--- config.mk ---
export PLATFORM = sky130hd
export DESIGN_NAME = synth_prog_if
export DESIGN_NICKNAME = d
export VERILOG_FILES = /design/src/rtl/synth_prog_pkg.sv /design/src/rtl/sync_bus.sv /design/src/rtl/frame_shifter.sv /design/src/rtl/frame_commit.sv /design/src/rtl/synth_prog_if.sv
export SDC_FILE = /design/constraint.sdc
export NUM_CORES = 1
export LEC_CHECK = 0
export BUFFER_PORTS_ARGS = -buffer_cell sky130_fd_sc_hd__clkbuf_2
export CORE_MARGIN = 1.5
export CORE_UTILIZATION = 55
export DETAILED_ROUTE_END_ITERATION = 16
export PLACE_DENSITY = 0.76
export SYNTH_ARGS = -nofsm -noshare
export SYNTH_HDL_FRONTEND = slang
export SYNTH_SLANG_ARGS = --single-unit
--- constraint.sdc ---
create_clock -name clk_i -period 2.3 [get_ports clk_i]
set_input_delay 0.46 -clock clk_i [delete_from_list [all_inputs] [get_ports clk_i]]
set_output_delay 0.46 -clock clk_i [all_outputs]
set_load 0.02 [all_outputs]
--- src/rtl/synth_prog_pkg.sv ---
package synth_prog_pkg;
  typedef enum logic [1:0] {
    ROUTE_NONE,
    ROUTE_REF,
    ROUTE_FB
  } route_e;

  function automatic int unsigned max_u(input int unsigned a, input int unsigned b);
    return (a > b) ? a : b;
  endfunction
endpackage

--- src/rtl/sync_bus.sv ---
module sync_bus #(
  parameter int unsigned W      = 3,
  parameter int unsigned STAGES = 2
) (
  input  logic         clk_i,
  input  logic         rst_ni,
  input  logic [W-1:0] d_i,
  output logic [W-1:0] q_o
);
  logic [W-1:0] stg [STAGES];

  for (genvar s = 0; s < STAGES; s++) begin : g_stage
    always_ff @(posedge clk_i or negedge rst_ni) begin
      if (!rst_ni) stg[s] <= '0;
      else if (s == 0) stg[s] <= d_i;
      else stg[s] <= stg[(s == 0) ? 0 : s - 1];
    end
  end

  assign q_o = stg[STAGES-1];
endmodule

--- src/rtl/frame_shifter.sv ---
module frame_shifter #(
  parameter int unsigned SR_W  = 18,
  parameter int unsigned CNT_W = 5
) (
  input  logic             clk_i,
  input  logic             rst_ni,
  input  logic             shift_i,
  input  logic             bit_i,
  input  logic             clr_i,
  output logic [SR_W-1:0]  sr_o,
  output logic [CNT_W-1:0] cnt_o
);
  // count saturates one past the longest frame so overlong frames never alias
  localparam logic [CNT_W-1:0] CNT_SAT = CNT_W'(SR_W + 1);

  always_ff @(posedge clk_i or negedge rst_ni) begin
    if (!rst_ni) begin
      sr_o  <= '0;
      cnt_o <= '0;
    end else begin
      if (shift_i) sr_o <= {sr_o[SR_W-2:0], bit_i};
      if (clr_i) cnt_o <= '0;
      else if (shift_i && cnt_o != CNT_SAT) cnt_o <= cnt_o + 1'b1;
    end
  end
endmodule

--- src/rtl/frame_commit.sv ---
module frame_commit
  import synth_prog_pkg::*;
#(
  parameter int unsigned REF_W  = 14,
  parameter int unsigned MAIN_W = 10,
  parameter int unsigned SWAL_W = 7,
  parameter int unsigned SR_W   = 18,
  parameter int unsigned CNT_W  = 5
) (
  input  logic              clk_i,
  input  logic              rst_ni,
  input  logic              commit_i,
  input  logic [SR_W-1:0]   sr_i,
  input  logic [CNT_W-1:0]  cnt_i,
  output logic [REF_W-1:0]  ref_o,
  output logic [MAIN_W-1:0] main_o,
  output logic [SWAL_W-1:0] swal_o,
  output logic              ref_upd_o,
  output logic              fb_upd_o
);
  localparam int unsigned REF_LEN = REF_W + 1;
  localparam int unsigned FB_LEN  = MAIN_W + SWAL_W + 1;

  route_e route;

  always_comb begin
    route = ROUTE_NONE;
    if (commit_i) begin
      if (cnt_i == CNT_W'(REF_LEN) && sr_i[0]) route = ROUTE_REF;
      else if (cnt_i == CNT_W'(FB_LEN) && !sr_i[0]) route = ROUTE_FB;
    end
  end

  always_ff @(posedge clk_i or negedge rst_ni) begin
    if (!rst_ni) begin
      ref_o     <= '0;
      main_o    <= '0;
      swal_o    <= '0;
      ref_upd_o <= 1'b0;
      fb_upd_o  <= 1'b0;
    end else begin
      ref_upd_o <= (route == ROUTE_REF);
      fb_upd_o  <= (route == ROUTE_FB);
      if (route == ROUTE_REF) ref_o <= sr_i[REF_W:1];
      if (route == ROUTE_FB) begin
        main_o <= sr_i[FB_LEN-1 -: MAIN_W];
        swal_o <= sr_i[SWAL_W:1];
      end
    end
  end
endmodule

--- src/rtl/synth_prog_if.sv ---
module synth_prog_if
  import synth_prog_pkg::*;
#(
  parameter int unsigned REF_W       = 14,
  parameter int unsigned MAIN_W      = 10,
  parameter int unsigned SWAL_W      = 7,
  parameter int unsigned SYNC_STAGES = 2
) (
  input  logic              clk_i,
  input  logic              rst_ni,
  input  logic              sclk_i,
  input  logic              sdata_i,
  input  logic              sen_i,
  output logic [REF_W-1:0]  ref_div_o,
  output logic [MAIN_W-1:0] main_cnt_o,
  output logic [SWAL_W-1:0] swal_cnt_o,
  output logic              ref_upd_o,
  output logic              fb_upd_o
);
  localparam int unsigned SR_W  = max_u(REF_W + 1, MAIN_W + SWAL_W + 1);
  localparam int unsigned CNT_W = $clog2(SR_W + 2);

  logic [2:0]       pins_s;
  logic             sclk_q, en_q;
  logic             sclk_rise, en_rise;
  logic [SR_W-1:0]  sr;
  logic [CNT_W-1:0] bit_cnt;

  sync_bus #(.W(3), .STAGES(SYNC_STAGES)) u_sync (
    .clk_i (clk_i),
    .rst_ni(rst_ni),
    .d_i   ({sen_i, sdata_i, sclk_i}),
    .q_o   (pins_s)
  );

  always_ff @(posedge clk_i or negedge rst_ni) begin
    if (!rst_ni) begin
      sclk_q <= 1'b0;
      en_q   <= 1'b0;
    end else begin
      sclk_q <= pins_s[0];
      en_q   <= pins_s[2];
    end
  end

  assign sclk_rise = pins_s[0] & ~sclk_q;
  assign en_rise   = pins_s[2] & ~en_q;

  frame_shifter #(.SR_W(SR_W), .CNT_W(CNT_W)) u_shift (
    .clk_i  (clk_i),
    .rst_ni (rst_ni),
    .shift_i(sclk_rise),
    .bit_i  (pins_s[1]),
    .clr_i  (en_rise),
    .sr_o   (sr),
    .cnt_o  (bit_cnt)
  );

  frame_commit #(
    .REF_W (REF_W),
    .MAIN_W(MAIN_W),
    .SWAL_W(SWAL_W),
    .SR_W  (SR_W),
    .CNT_W (CNT_W)
  ) u_commit (
    .clk_i    (clk_i),
    .rst_ni   (rst_ni),
    .commit_i (en_rise),
    .sr_i     (sr),
    .cnt_i    (bit_cnt),
    .ref_o    (ref_div_o),
    .main_o   (main_cnt_o),
    .swal_o   (swal_cnt_o),
    .ref_upd_o(ref_upd_o),
    .fb_upd_o (fb_upd_o)
  );
endmodule

==> metrics.md, run 1 <==
| Metric | Value |
|---|---|
| Syn Area/Cell | 13.1 sq um |
| Die X | 70.0 microns |
| Final setup skew | 0.00794 ns |
| CTS tree | done |
| Synth warn | 0 |
| Die span in y | 70.0 microns |
| CP Launch Type | flip-flop |
| Final Hold Fails | 0 |
| GRT Util Overall | 19.4% |
| H-tree Lvls | 3 |
| Register area share after synthesis | 64.9% |
| CP max stage cell | dfrtp_1 |
| CTS root buffer | clkbuf_8 |
| First-pass GRT wire length | 6960 microns |
| Worst-case vdd ir drop | 779 uV |
| Hold Buf Count CTS | 0 |
| Period utilisation layout | 80.6% |
| Worst Hold Class | input port to async pin |
| Distinct cell type count after synthesis | 25 |
| # clock sinks | 64 |
| Die Footprint | 4890 sq um |
| Area delta synth->final | 20.0% |
| Cell area power density | 888 nW/um^2 |
| Critical Path End Type | flip-flop |
| Setup tns final | 0 ns |
| Postcts setup bufs | 0 |
| Clk buf depth | 2 |
| Most frequent cells in the layout | 64 x dfrtp_1, 55 x nand2_1, 37 x clkbuf_2, 22 x mux2_2 |
| Worst-path clk slew | 0.07 ns |
| Status | completed |
| Skew-Pair Late Insertion Delay | 0.35 ns |
| Fin nets | 242 |
| Fmax | 539 MHz |
| Dpl hpwl | 2700 microns |
| Number of global-route vias before repair | 1,451 |
| Initial DRC Count | 132 |
| Layout cells sized above 1 | 39.3% |
| Max Slew Vio Count | 0 |
| WL per Instance | 14.6 microns |
| Count of buffers from port buffering | 37 |
| CP required | 2.54 ns |
| LEAKAGE | 0.00166 uW |
| Yosys reg bits | 64 |
| Global route overflow | 0 |
| Largest stage delay, worst path | 0.41 ns |
| Period minus WS final | 1.85 ns |
| Cell Chain, Critical Path | ha_1, and3_1, ha_1, nand3_2, mux2_2 |
| RSZ-0062 raised after global routing | false |
| Max_slew headroom | 55.4% |
| Std cell rows | 24 |
| First-pass detailed-route iteration total | 4 |
| Post_cts resized | 0 |
| Placeable Area | 4320 sq um |
| WP buf/inv | 0 |
| Routed vias/inst | 5.22 |
| Worst Setup Path Type | flip-flop to flip-flop |
| Mapped Area | 2470 sq um |
| CP arrival | 2.09 ns |
| Clock buffer count from CTS | 9 |
| Mapped Cells | 188 |
| Post-layout power | 2630 uW |
| Initial antenna violation count | 0 |
| Commonest non-fill, non-tap cell in the layout | dfrtp_1 |
| Max Cap Viol | 0 |
| Setup violators final | 0 |
| Worst-path fanout max | 15 |
| Synthesized Nets | 196 |
| Largest net degree at the start of global routing | 24 |
| Most used cell, CP | ha_1 |
| Initial Util | 57.0% |
| IO Pins | 38 |
| Antenna Nets Post-Route | 0 |
| Final WL | 4260 microns |
| Residual DRC | 0 |
| Worst slew pin tran | 0.668 ns |
| Diode count | 0 |
| Routability congestion estimate | 0.783 |
| Vias | 1,518 |
| Worst path top cell family by delay | simple AND/OR/NAND/NOR gates |
## metrics by stage
| step | util (%) | cells | area (sq um) | worst slack (ns) | hold WS (ns) |
|---|---|---|---|---|---|
| global route | 68.4 | 291 | 2960 | 0.340 | 0.117 |
| finish | 68.4 | 291 | 2960 | 0.446 | 0.0717 |
| global placement | 62.8 | 275 | 2720 | 0.504 | 0.333 |
| floorplan | - | 188 | 2470 | 0.574 | 0.164 |
| detailed placement | 62.8 | 275 | 2720 | 0.457 | 0.336 |
| CTS | 68.4 | 291 | 2960 | 0.433 | 0.0944 |
## path summary, 6_finish.rpt
check	start	endpoint	slack (ns)	depth (start not counted)
min reg2reg	u_sync.stg[5]	u_sync.q_o[2]	0.35	0
min in group clk_i	sdata_i	u_sync.stg[4]	0.21	1
min	rst_ni	u_commit.swal_o[2]	0.07	1
max	u_shift.cnt_o[0]	u_commit.ref_o[3]	0.45	5
max in group asynchronous	rst_ni	u_commit.main_o[9]	1.55	2
max reg2reg	u_shift.cnt_o[0]	u_commit.ref_o[3]	0.45	5
## worst register-to-register path, stage by stage (launching register included)
cell,delay [ns]
dfrtp_1,0.41
ha_1,0.25
and3_1,0.20
ha_1,0.18
nand3_2,0.31
mux2_2,0.39
## final cells by class
| class | instances | area [sq um] |
|---|---|---|
| well taps | 52 | 65.1 |
| clock inverters | 7 | 120 |
| inverters | 4 | 15.0 |
| repair buffers | 42 | 223 |
| flip-flops and latches | 64 | 1600 |
| fillers | 318 | 1370 |
| clock buffers | 9 | 124 |
| multi-input cells | 113 | 811 |
## power breakdown
| group | total (uW) | internal, uW | switching [uW] |
|---|---|---|---|
| Clock | 1170 | 721 | 454 |
| Sequential | 1280 | 1210 | 75.1 |
| Combinational | 173 | 72.2 | 101 |
| Total | 2630 | 2000 | 630 |
## logic make-up after synthesis
logic type | synth area share, %
flip-flops | 64.9
buffers and inverters | 2.18
multiplexers | 15.5
AND/OR/NAND/NOR | 13.8
AO/OA/AOI/OAI | 2.03
adder cells (fa/ha/maj) | 1.52
## cell usage after synthesis, drive strengths merged
cell	n	share of area, %
and3	1	0.25
nor3b	1	0.76
a31o	1	0.36
o21ai	4	0.81
buf	2	0.76
nand4b	1	0.96
and4bb	1	0.51
nand3b	1	0.30
nand2b	2	0.51
mux2	31	16
or3	3	0.76
ha	3	1.5
nor4	1	0.25
dfrtp	64	65
clkbuf	5	0.81
a21oi	3	0.61
a31oi	1	0.25
inv	4	0.61
nand3	2	0.61
nor2b	2	0.51
nand2	55	8.4
## state kept, by name, indices dropped and copies added, names as in the netlist
signal / flops
en_q: 1
sclk_q: 1
u_commit.fb_upd_o: 1
u_commit.main_o: 10
u_commit.ref_o: 14
u_commit.ref_upd_o: 1
u_commit.swal_o: 7
u_shift.cnt_o: 5
u_shift.sr_o: 18
u_sync.q_o: 3
u_sync.stg: 3
## layer usage
metal	global-route usage [%]	vias up	wire [microns]
met1	24.7	747	1980
met3	8.08	12	280
met5	0	-	0
met4	10.3	0	101
li1	-	715	-
met2	28.6	44	1890
(Power assumes the default switching activity.)
==> run 2, diff against run 1 <==
--- a/config.mk
+++ b/config.mk
@@ -7,9 +7,9 @@
 export LEC_CHECK = 0
 export BUFFER_PORTS_ARGS = -buffer_cell sky130_fd_sc_hd__clkbuf_2
 export CORE_MARGIN = 1.5
-export CORE_UTILIZATION = 55
+export CORE_UTILIZATION = 50
 export DETAILED_ROUTE_END_ITERATION = 16
-export PLACE_DENSITY = 0.76
+export PLACE_DENSITY = 0.72
 export SYNTH_ARGS = -nofsm -noshare
 export SYNTH_HDL_FRONTEND = slang
 export SYNTH_SLANG_ARGS = --single-unit
==> constraint.sdc (replaced) <==
create_clock -name clk_i -period 1.5 [get_ports clk_i]
set_input_delay 0.3 -clock clk_i [delete_from_list [all_inputs] [get_ports clk_i]]
set_output_delay 0.3 -clock clk_i [all_outputs]
set_load 0.02 [all_outputs]
==> metrics.md, run 2 (synthesis results as in run 1) <==
| Metric | Value |
|---|---|
| Status | finished, violations left |
| Failing checks | negative setup slack |
| IO Pins | 38 |
| Worst-case vdd ir drop | 691 uV |
| Post-DP Area | 2880 sq um |
| Largest register FFs | 18 |
| Fin nets | 255 |
| Initial DRC Count | 95 |
| CP Launch Type | flip-flop |
| Final WL | 4430 microns |
| Final worst setup slack | -0.0955 ns |
| Max_slew headroom | 79.0% |
| Final non-filler cell total | 319 |
| Hold Path Cell Cnt | 1 |
| Placeable Area | 4720 sq um |
| Met2 WL post-DR | 2180 microns |
| First-pass GRT wire length | 7400 microns |
| Initial antenna violation count | 0 |
| Period minus WS final | 1.60 ns |
| Die Footprint | 5360 sq um |
| Routed vias/inst | 4.84 |
| CP arrival | 1.80 ns |
| Die span in y | 73.2 microns |
| Placed Instances | 299 |
| Period utilisation layout | 106% |
| Worst Setup Path Type | flip-flop to flip-flop |
| Top reg by flops | u_shift.sr_o |
| CTS tree | done |
| RSZ-0062 raised after global routing | true |
| First-pass detailed-route iteration total | 4 |
| Commonest non-fill, non-tap cell in the layout | dfrtp_1 |
| Die X | 73.2 microns |
| Setup violators final | 15 |
| Largest regs | u_shift.sr_o: 18 flops, u_commit.ref_o: 14 flops, u_commit.main_o: 10 flops |
| Cell area power density | 1200 nW/um^2 |
| Met3 WL | 180 microns |
| Reg2reg setup slack | -0.1 ns |
| Register-to-Register Path Depth | 6 |
| Fmax | 627 MHz |
| Vias | 1,543 |
| Max Slew Vio Count | 0 |
| Fin area | 3190 sq um |
| Global route overflow | 0 |
| # clock sinks | 64 |
| Std cell rows | 25 |
| Most frequent cells in the layout | 64 x dfrtp_1, 55 x nand2_1, 37 x clkbuf_2, 23 x mux2_4 |
| WL per Instance | 13.9 microns |
| Highest metal used | met4 |
| Clk buf depth | 2 |
| Hold Path End | u_sync.stg[4] |
| Final setup skew | 0.00863 ns |
| Critical Path End Type | flip-flop |
| Clock buffer count from CTS | 9 |
| Initial Util | 52.2% |
| Worst slew pin tran | 0.316 ns |
| Sequential cell area | 1600 sq um |
| Hold wc startpoint | sdata_i |
| Skew-Pair Late Insertion Delay | 0.33 ns |
| Largest net degree at the start of global routing | 65 |
| LEAKAGE | 0.00178 uW |
| Met1 wire length | 1980 microns |
| Worst-path fanout max | 7 |
| CP required | 1.71 ns |
| Final core occ | 67.6% |
| Worst-path clk slew | 0.07 ns |
| Max Cap Viol | 0 |
| Number of global-route vias before repair | 1,583 |
| Dpl hpwl | 2780 microns |
| Residual DRC | 0 |
| Diode count | 0 |
| Worst Hold Class | input port to flip-flop |
| Fillers | 347 |
| Final Hold Fails | 0 |
| CTS root buffer | clkbuf_8 |
| Routability congestion estimate | 0.749 |
| Layout cells sized above 1 | 43.3% |
| Count of buffers from port buffering | 37 |
| Antenna Nets Post-Route | 0 |
| Worst R2R End | u_commit.ref_o[4] |
| GRT Util Overall | 18.9% |
| Multi-input combinational cell area | 901 sq um |
| Critical R2R Launch | u_shift.cnt_o[0] |
| H-tree Lvls | 3 |
| Area delta synth->final | 29.5% |
==> run 2: cell count changes in the layout (fill, tap and decap cells not counted), sizes merged <==
cell / delta
buf: +12
clkbuf: +2
bufinv: -1
clkinv: -1
dlygate4sd3: +1
==> run 2: worst max-delay path by stage <==
| stage | endpoint | from | depth (start not counted) |
|---|---|---|---|
| floorplan | u_commit.ref_o[10] | u_shift.cnt_o[1] | 6 |
| global placement | u_commit.ref_o[9] | en_q | 3 |
| detailed placement | u_commit.ref_o[9] | en_q | 3 |
| CTS | u_commit.ref_o[4] | u_shift.cnt_o[0] | 6 |
| global route | u_commit.ref_o[4] | u_shift.cnt_o[0] | 6 |
| finish | u_commit.ref_o[4] | u_shift.cnt_o[0] | 6 |
==> run 2: cell type report <==
| type | instances | area share, % |
|---|---|---|
| clock buffers | 11 | 4.11 |
| clock inverters | 5 | 2.55 |
| inverters | 4 | 0.470 |
| multi-input cells | 113 | 28.2 |
| flip-flops and latches | 64 | 50.2 |
| well taps | 67 | 2.63 |
| repair buffers | 55 | 11.9 |
==> run 2: routing by layer <==
layer,track usage (%),up-vias
met1,23.7,757
met5,0,-
met3,7.18,10
met4,8.60,0
li1,-,744
met2,29.2,32
==> run 2: report_power, final <==
group	internal, uW	switching, uW	leakage, uW
logic	140	172	0.000814
clock network	936	619	0.000104
registers	1850	120	0.000863
==> run 2: stage by stage <==
step | power (uW) | setup TNS, ns | worst slack [ns] | hold slack (ns)
2_1_floorplan | 2150 | -0.854 | -0.0949 | 0.00441
3_3_place_gp | 2280 | -4.54 | -0.185 | 0.332
3_5_place_dp | 2300 | -6.15 | -0.246 | 0.336
4_1_cts | 3870 | -1.05 | -0.0956 | 0.0590
5_1_grt | 4010 | -2.43 | -0.165 | 0.0496
6_report | 3840 | -1.07 | -0.0955 | 0.0739
==> run 2: repair_timing <==
item | 4_1_cts | 5_1_grt
hold buffers | 1 | 0
pin swaps | 2 | 2
buffers inserted | 3 | 0
gates resized for setup | 8 | 5
setup endpoints to repair | 32 | 33
hold endpoints to repair | 64 | 0
==> run 2: worst max-delay path, stage by stage, from the launching register on <==
cell	delay, ns
dfrtp_1	0.38
ha_2	0.20
and3_4	0.19
ha_4	0.16
nand3_4	0.11
buf_12	0.14
mux2_4	0.30
